$ cat src/rtl/adc_rd_pkg.sv
package adc_rd_pkg;
  typedef enum logic [1:0] {
    LANE_OFF  = 2'd0,
    LANE_WIDE = 2'd1,
    LANE_HIGH = 2'd2,
    LANE_LOW  = 2'd3
  } lane_mode_e;
endpackage

$ cat src/rtl/adc_rd_result_reg.sv
module adc_rd_result_reg #(
  parameter int DATA_W = 12
) (
  input  logic              clk,
  input  logic              rst_n,
  input  logic              load,
  input  logic [DATA_W-1:0] din,
  output logic [DATA_W-1:0] dout
);
  logic [DATA_W-1:0] res_q;
  logic [DATA_W-1:0] res_d;

  // hold unless a conversion has just finished
  always_comb begin
    res_d = res_q;
    if (load) res_d = din;
  end

  always_ff @(posedge clk or negedge rst_n) begin
    if (!rst_n) res_q <= '0;
    else        res_q <= res_d;
  end

  assign dout = res_q;
endmodule

$ cat src/rtl/adc_rd_a0_guard.sv
module adc_rd_a0_guard (
  input  logic clk,
  input  logic rst_n,
  input  logic byte_mode,
  input  logic addr,
  output logic blank
);
  logic addr_q;
  logic addr_d;

  always_comb begin
    addr_d = addr;
  end

  always_ff @(posedge clk or negedge rst_n) begin
    if (!rst_n) addr_q <= 1'b0;
    else        addr_q <= addr_d;
  end

  // one idle cycle whenever the byte address moves
  assign blank = byte_mode & (addr ^ addr_q);
endmodule

$ cat src/rtl/adc_rd_lane_steer.sv
module adc_rd_lane_steer
  import adc_rd_pkg::*;
#(
  parameter int DATA_W = 12,
  parameter int BYTE_W = 8
) (
  input  lane_mode_e        mode,
  input  logic [DATA_W-1:0] res,
  output logic [DATA_W-1:0] dq,
  output logic [DATA_W-1:0] oe
);
  localparam int LOW_W = DATA_W - BYTE_W;

  for (genvar i = 0; i < DATA_W; i++) begin : g_line
    logic en;
    logic val;
    always_comb begin
      en  = 1'b0;
      val = 1'b0;
      unique case (mode)
        LANE_WIDE: begin
          en  = 1'b1;
          val = res[i];
        end
        LANE_HIGH: begin
          en  = (i >= LOW_W);
          val = res[i];
        end
        LANE_LOW: begin
          en  = (i < BYTE_W);
          val = (i < LOW_W) ? res[i] : 1'b0;
        end
        default: begin
          en  = 1'b0;
          val = 1'b0;
        end
      endcase
    end
    assign oe[i] = en;
    assign dq[i] = en & val;
  end
endmodule

$ cat src/rtl/adc_rd_bus_if.sv
module adc_rd_bus_if
  import adc_rd_pkg::*;
#(
  parameter int DATA_W = 12,
  parameter int BYTE_W = 8
) (
  input  logic              clk,
  input  logic              rst_n,
  input  logic              conv_done,
  input  logic [DATA_W-1:0] result_in,
  input  logic              busy,
  input  logic              chip_en,
  input  logic              chip_sel_n,
  input  logic              rd_conv,
  input  logic              fmt_wide,
  input  logic              byte_addr,
  output logic [DATA_W-1:0] dq_out,
  output logic [DATA_W-1:0] dq_oe
);
  logic [DATA_W-1:0] held;
  logic              access;
  logic              blank;
  lane_mode_e        mode;

  adc_rd_result_reg #(.DATA_W(DATA_W)) u_res (
    .clk(clk), .rst_n(rst_n), .load(conv_done), .din(result_in), .dout(held)
  );

  adc_rd_a0_guard u_guard (
    .clk(clk), .rst_n(rst_n), .byte_mode(~fmt_wide), .addr(byte_addr), .blank(blank)
  );

  assign access = rd_conv & ~busy & chip_en & ~chip_sel_n;

  always_comb begin
    if (!access)      mode = LANE_OFF;
    else if (fmt_wide) mode = LANE_WIDE;
    else if (blank)   mode = LANE_OFF;
    else if (byte_addr) mode = LANE_LOW;
    else              mode = LANE_HIGH;
  end

  adc_rd_lane_steer #(.DATA_W(DATA_W), .BYTE_W(BYTE_W)) u_steer (
    .mode(mode), .res(held), .dq(dq_out), .oe(dq_oe)
  );
endmodule

$ cat config.mk
export PLATFORM = sky130hd
export DESIGN_NAME = adc_rd_bus_if
export DESIGN_NICKNAME = d
export VERILOG_FILES = /design/src/rtl/adc_rd_pkg.sv /design/src/rtl/adc_rd_result_reg.sv /design/src/rtl/adc_rd_a0_guard.sv /design/src/rtl/adc_rd_lane_steer.sv /design/src/rtl/adc_rd_bus_if.sv
export SDC_FILE = /design/constraint.sdc
export NUM_CORES = 1
export LEC_CHECK = 0
export BUFFER_PORTS_ARGS = -buffer_cell sky130_fd_sc_hd__buf_2
export CAP_MARGIN = 20
export CORE_MARGIN = 2
export CORE_UTILIZATION = 41
export DETAILED_ROUTE_END_ITERATION = 8
export PLACE_DENSITY = 0.76
export SYNTH_ARGS = -nofsm -noshare
export SYNTH_HDL_FRONTEND = slang
export SYNTH_SLANG_ARGS = --single-unit
$ cat constraint.sdc
create_clock -name clk -period 3 [get_ports clk]
set_clock_uncertainty 0.2 [all_clocks]
set_input_delay 0.6 -clock clk [delete_from_list [all_inputs] [get_ports clk]]
set_output_delay 0.6 -clock clk [all_outputs]
set_load 0.05 [all_outputs]
# Word level (Yosys, flattened, before mapping)
# Index checks and enable logic that the tools add are counted.
[op_classes]
n_eq_ne = 3
muxes = 19
bitwise_logic = 20
reduce_logical = 3
[op_table]
columns = ["operator", "count"]
rows = [
  ["$and 1x1->1", 16],
  ["$mux 1", 16],
  ["$mux 2", 3],
  ["$eq 2x2->1 const B", 2],
  ["$reduce_or 2->1", 2],
  ["$not 1->1", 3],
  ["$reduce_or 3->1", 1],
  ["$eq 2x1->1 const B", 1],
  ["$xor 1x1->1", 1],
]
[totals]
regBits = 13
inputBits = 21
output_inout_bits = 24

# Depth between registers and ports, before layout
[logic_depth]
depth_word = 9
depth_mapped = 5
ltp_nobuf = 4

# Hierarchy
# From an unflattened synthesis, not the netlist that was laid out.
[hier_totals]
cells_unflattened = 66
hier_area_um2 = 800.8
[modules_own_cells]
columns = ["mod", "n_inst", "cells_each", "area_each_um2", "seq_area_each_um2"]
rows = [
  ["adc_rd_result_reg", 1, 25, 484.2, 300.3],
  ["adc_rd_lane_steer", 1, 33, 240.2, 0.0],
  ["adc_rd_a0_guard", 1, 3, 40.0, 25.0],
  ["adc_rd_bus_if", 1, 5, 36.3, 0.0],
]

# Worst setup path before layout
# No wires, ideal clock.
[synth_timing]
path_kind = "input-to-output"
start = "input port chip_sel_n"
end = "output port dq_out[10]"
arrival_time_ns = 2.052
required_time_ns = 2.200
slack_ns = 0.148
path_stages = 4
path_buffers = 0
cell_sequence = "nand4bb_4 or3_1 ha_1 and2_1"
[synth_via]
elab_chain_cells = 7
elab_cells_between_ends = 9
cone_classes = "eq/ne: 2; mux: 3; bitwise: 3; reduce/logical: 1"
[synth_rtl]
columns = ["item", "line", "rtl"]
rows = [
  ["start, declared", "adc_rd_bus_if.sv:13", "input logic chip_sel_n,"],
  ["$not 1->1 *", "adc_rd_bus_if.sv:33", "assign access = rd_conv & ~busy & chip_en & ~chip_sel_n;"],
  ["$and 1x1->1 *", "adc_rd_bus_if.sv:33", ""],
  ["$mux 2 *", "adc_rd_bus_if.sv:36", "if (!access) mode = LANE_OFF;"],
  ["$eq 2x1->1 or $eq 2x2->1 (tied branches)", "adc_rd_lane_steer.sv:20", "unique case (mode)"],
  ["$reduce_or 2->1 (no line) *", "n/a", ""],
  ["$mux 1 *", "adc_rd_lane_steer.sv:20", ""],
  ["named net u_steer.g_line[10].en", "adc_rd_lane_steer.sv:15", "logic en;"],
  ["$and 1x1->1 *", "adc_rd_lane_steer.sv:40", "assign dq[i] = en & val;"],
  ["end, declared", "adc_rd_bus_if.sv:17", "output logic [DATA_W-1:0] dq_out,"],
]
# The timed path passes the listed nets; every way through them passes the cells marked *.

# Worst setup path after layout
[layout_timing]
start = "input port chip_sel_n"
end = "output port dq_out[7]"
[layout_via]
elab_chain_cells = 7
elab_cells_between_ends = 11
cone_classes = "eq/ne: 3; mux: 3; bitwise: 3; reduce/logical: 2"
[layout_rtl]
columns = ["item", "line"]
rows = [
  ["$not 1->1 *", "adc_rd_bus_if.sv:33"],
  ["$and 1x1->1 *", "adc_rd_bus_if.sv:33"],
  ["$mux 2 *", "adc_rd_bus_if.sv:36"],
  ["$eq 2x2->1 or $eq 2x1->1 (tied branches)", "adc_rd_lane_steer.sv:20"],
  ["$reduce_or 3->1 (no line) or $reduce_or 2->1 (tied branches)", "n/a"],
  ["$mux 1", "adc_rd_lane_steer.sv:20"],
  ["$and 1x1->1 *", "adc_rd_lane_steer.sv:40"],
]
# Mark *: on every way between the ends. The rest lies on a longest branch, timed or not.

==> run summary <==
=======================================================================================
Status                                                                     complete, no violations
Routed length per instance                                                      11.0 µm
Worst-case hold slack                                                            272 ps
Reported max-cap violation count                                                      0
Total of flip-flops plus latches after synthesis                                     13
Cell at the root of the clock tree                                         sky130_fd_sc_hd__clkbuf_4
Die width                                                                       45.7 µm
Area of the mapped netlist                                                      712 µm²
Maximum buffer depth of the clock tree                                                2
Cell types occupying the most area after synthesis                         sky130_fd_sc_hd__dfrtp_1 (46%), sky130_fd_sc_hd__mux2_2 (17%), sky130_fd_sc_hd__buf_4 (14%)
Minimum clock period after layout                                               2890 ps
Worst max-slew margin expressed relative to the limit                             0.719
Area growth from synthesis to final layout                                        27.8%
Cell types with the highest counts after synthesis                         sky130_fd_sc_hd__buf_4 (13), sky130_fd_sc_hd__dfrtp_1 (13), sky130_fd_sc_hd__mux2_2 (11)
Initial Utilization                                                               0.426
Cell type contributing the most total cell area after synthesis            sky130_fd_sc_hd__dfrtp_1
Number of DRC violations after detailed routing                                       0
Post-detailed-placement cell area                                               871 µm²
Static power due to leakage                                                    0.496 nW
Critical Path End Type                                                      output port
Class of the most critical setup path                                      input port to output port
Worst-Margin Slew                                                                421 ps
Largest net degree at the start of global routing                                    14
Inserted Clock Buffers                                                                3
Number of optimization iterations in the first detailed-route pass                    4
Number of rows in the core area                                                      15
Final setup violation count                                                           0
Startpoint kind of the worst setup timing path                               input port
Wire length of the first global-routing pass                                    2.00 mm
Setup Total Neg Slack                                                              0 ps
Maximum frequency from static timing analysis                                   347 MHz
Post-CTS setup buffers                                                                0
GRT met1 Usage                                                                    0.148
Via/cell ratio                                                                     4.73
Final instance area                                                             910 µm²
Layout cell share with drive strength beyond 1                                    0.646
Number of violations reported at the end of detailed-routing iteration 0              5
TritonCTS clock tree                                                              built
Number of hold violations in the final report                                         0
Synthesized net count                                                                80
Highest net fanout along the worst path                                               9
Detailed Place HPWL                                                             1.06 mm
Met3 track demand over resource                                                  0.0317
Wire length after detailed routing                                              1.25 mm
Main flop type after synthesis                                             sky130_fd_sc_hd__dfrtp_1
Met2 track demand over resource                                                   0.242
H-Tree Level Count                                                                    1
Clock insertion delay at the later pin of the skew report                        270 ps
Sum of internal, switching and leakage power                                 0.000385 W
Vertical extent of the die                                                      45.7 µm
Die Outline Area                                                               2090 µm²
Post-layout net count                                                               119
Inserted Diodes                                                                       0
Pins Over Slew Limit                                                                  0
Initial antenna violation count                                                       0
Peak supply drop                                                             0.000263 V
TritonCTS sink count                                                                 13
PortBufs                                                                             44
Area of the core                                                               1670 µm²
Syn Area/Cell                                                                  12.3 µm²
Vias in the first global route                                                      518
Setup repair after global routing missed its margin                               false
Global-route congestion overflow total                                                0
Remaining antenna violation count                                                     0
Share of the yosys chip area belonging to registers                               0.457
Number of top-level pins                                                             45
Hold crit path type                                                        input port to flop
Number of warnings reported in the yosys synthesis log                                0
Routing layer with the top usage in global route                                   met2
Share of async-settable or async-resettable flops after synthesis                  1.00
Synthesized netlist cell count                                                       58
Number of enable-type register cells in the synthesized netlist                       0
Power per unit of standard cell area                                         423 nW/µm²
Critical path data arrival time                                                 2090 ps
Library cells used by synthesis                                                      14
Final period util                                                                 0.962
Placer congestion estimate                                                        0.630
Routed vias                                                                         534
Worst-path clk slew                                                               70 ps
Utilization after layout                                                          0.545
All-layer global routing usage                                                    0.136
Required time at the worst-slack endpoint                                       2200 ps
Fraction of post-synthesis cell area in the top cell type by area                 0.457
=======================================================================================
[per-layer routing]
| layer | vias to the layer above | routed length, µm |
|---|---|---|
| met2 | 24 | 643 |
| li1 | 258 | - |
| met3 | 2 | 84 |
| met4 | 0 | 20 |
| met1 | 250 | 500 |
| met5 | - | 0 |
[worst max-delay path, cell delays in order]
cell and delay [ps]:
sky130_fd_sc_hd__buf_2 90, sky130_fd_sc_hd__nand4bb_4 210, sky130_fd_sc_hd__or3_1 360, sky130_fd_sc_hd__ha_2 400, sky130_fd_sc_hd__and2_1 150, sky130_fd_sc_hd__buf_2 260
[cell usage in the layout (no fill, tap or decap)]
master	instances
sky130_fd_sc_hd__a21oi_1	1
sky130_fd_sc_hd__or3_1	1
sky130_fd_sc_hd__dfrtp_1	13
sky130_fd_sc_hd__ha_2	1
sky130_fd_sc_hd__dlygate4sd3_1	1
sky130_fd_sc_hd__mux2_1	1
sky130_fd_sc_hd__clkbuf_1	1
sky130_fd_sc_hd__buf_2	44
sky130_fd_sc_hd__nand4bb_4	1
sky130_fd_sc_hd__buf_4	2
sky130_fd_sc_hd__xor2_1	1
sky130_fd_sc_hd__nor3b_1	4
sky130_fd_sc_hd__mux2_2	11
sky130_fd_sc_hd__nor2_1	1
sky130_fd_sc_hd__clkbuf_4	3
sky130_fd_sc_hd__and2_1	8
sky130_fd_sc_hd__inv_1	1
sky130_fd_sc_hd__or2_1	1
[cell type report]
cell class | count | area, µm²
tap | 17 | 21.3
sequential | 13 | 325
fill | 154 | 761
clock buffer | 4 | 26.3
multi-input combinational | 31 | 288
inverter | 1 | 3.75
timing repair buffer | 47 | 245
[flip-flops by register name, indices dropped and copies added (netlist names)]
signal,flops
u_guard.addr_q,1
u_res.dout,12
[logic make-up after synthesis]
logic type | count (synthesis) | synth area share
buf+inv | 14 | 0.142
xor+xnor | 1 | 0.0123
simple gates | 16 | 0.174
fa+ha+maj | 1 | 0.0176
compound gates | 1 | 0.00702
flops | 13 | 0.457
mux | 12 | 0.190
[per-stage QoR]
stage          cells  setup WS [ps]
3_5_place_dp     108           71.8
3_3_place_gp     108           98.5
6_report         113            115
5_1_grt          113           40.1
4_1_cts          112           67.8
2_1_floorplan     58            148
[what timing repair did]
action,4_1_cts,5_1_grt
hold buffers,0,1
endpoints found under the hold margin,0,6
endpoints found under the setup margin,0,1
resized for setup,0,1
[where the power goes]
part | leakage [nW] | total [W] | internal [W] | switching (W)
Sequential | 0.152 | 0.000199 | 0.000192 | 0.00000699
Clock | 0.0150 | 0.000102 | 0.0000515 | 0.0000505
Combinational | 0.329 | 0.0000841 | 0.0000357 | 0.0000484
[final timing paths]
kind | from | to | slack (ps) | cells past startpoint
hold / removal | byte_addr | u_guard.addr_q | 270 | 1
max in group asynchronous | rst_n | u_res.dout[0] | 1820 | 2
min in group asynchronous | rst_n | u_res.dout[10] | 560 | 2
setup / recovery | chip_sel_n | dq_out[7] | 110 | 6
hold reg to reg | u_res.dout[9] | u_res.dout[9] | 280 | 1
setup reg to reg | u_res.dout[9] | u_res.dout[9] | 2040 | 1
No activity file was read; power rests on OpenSTA's default activity.
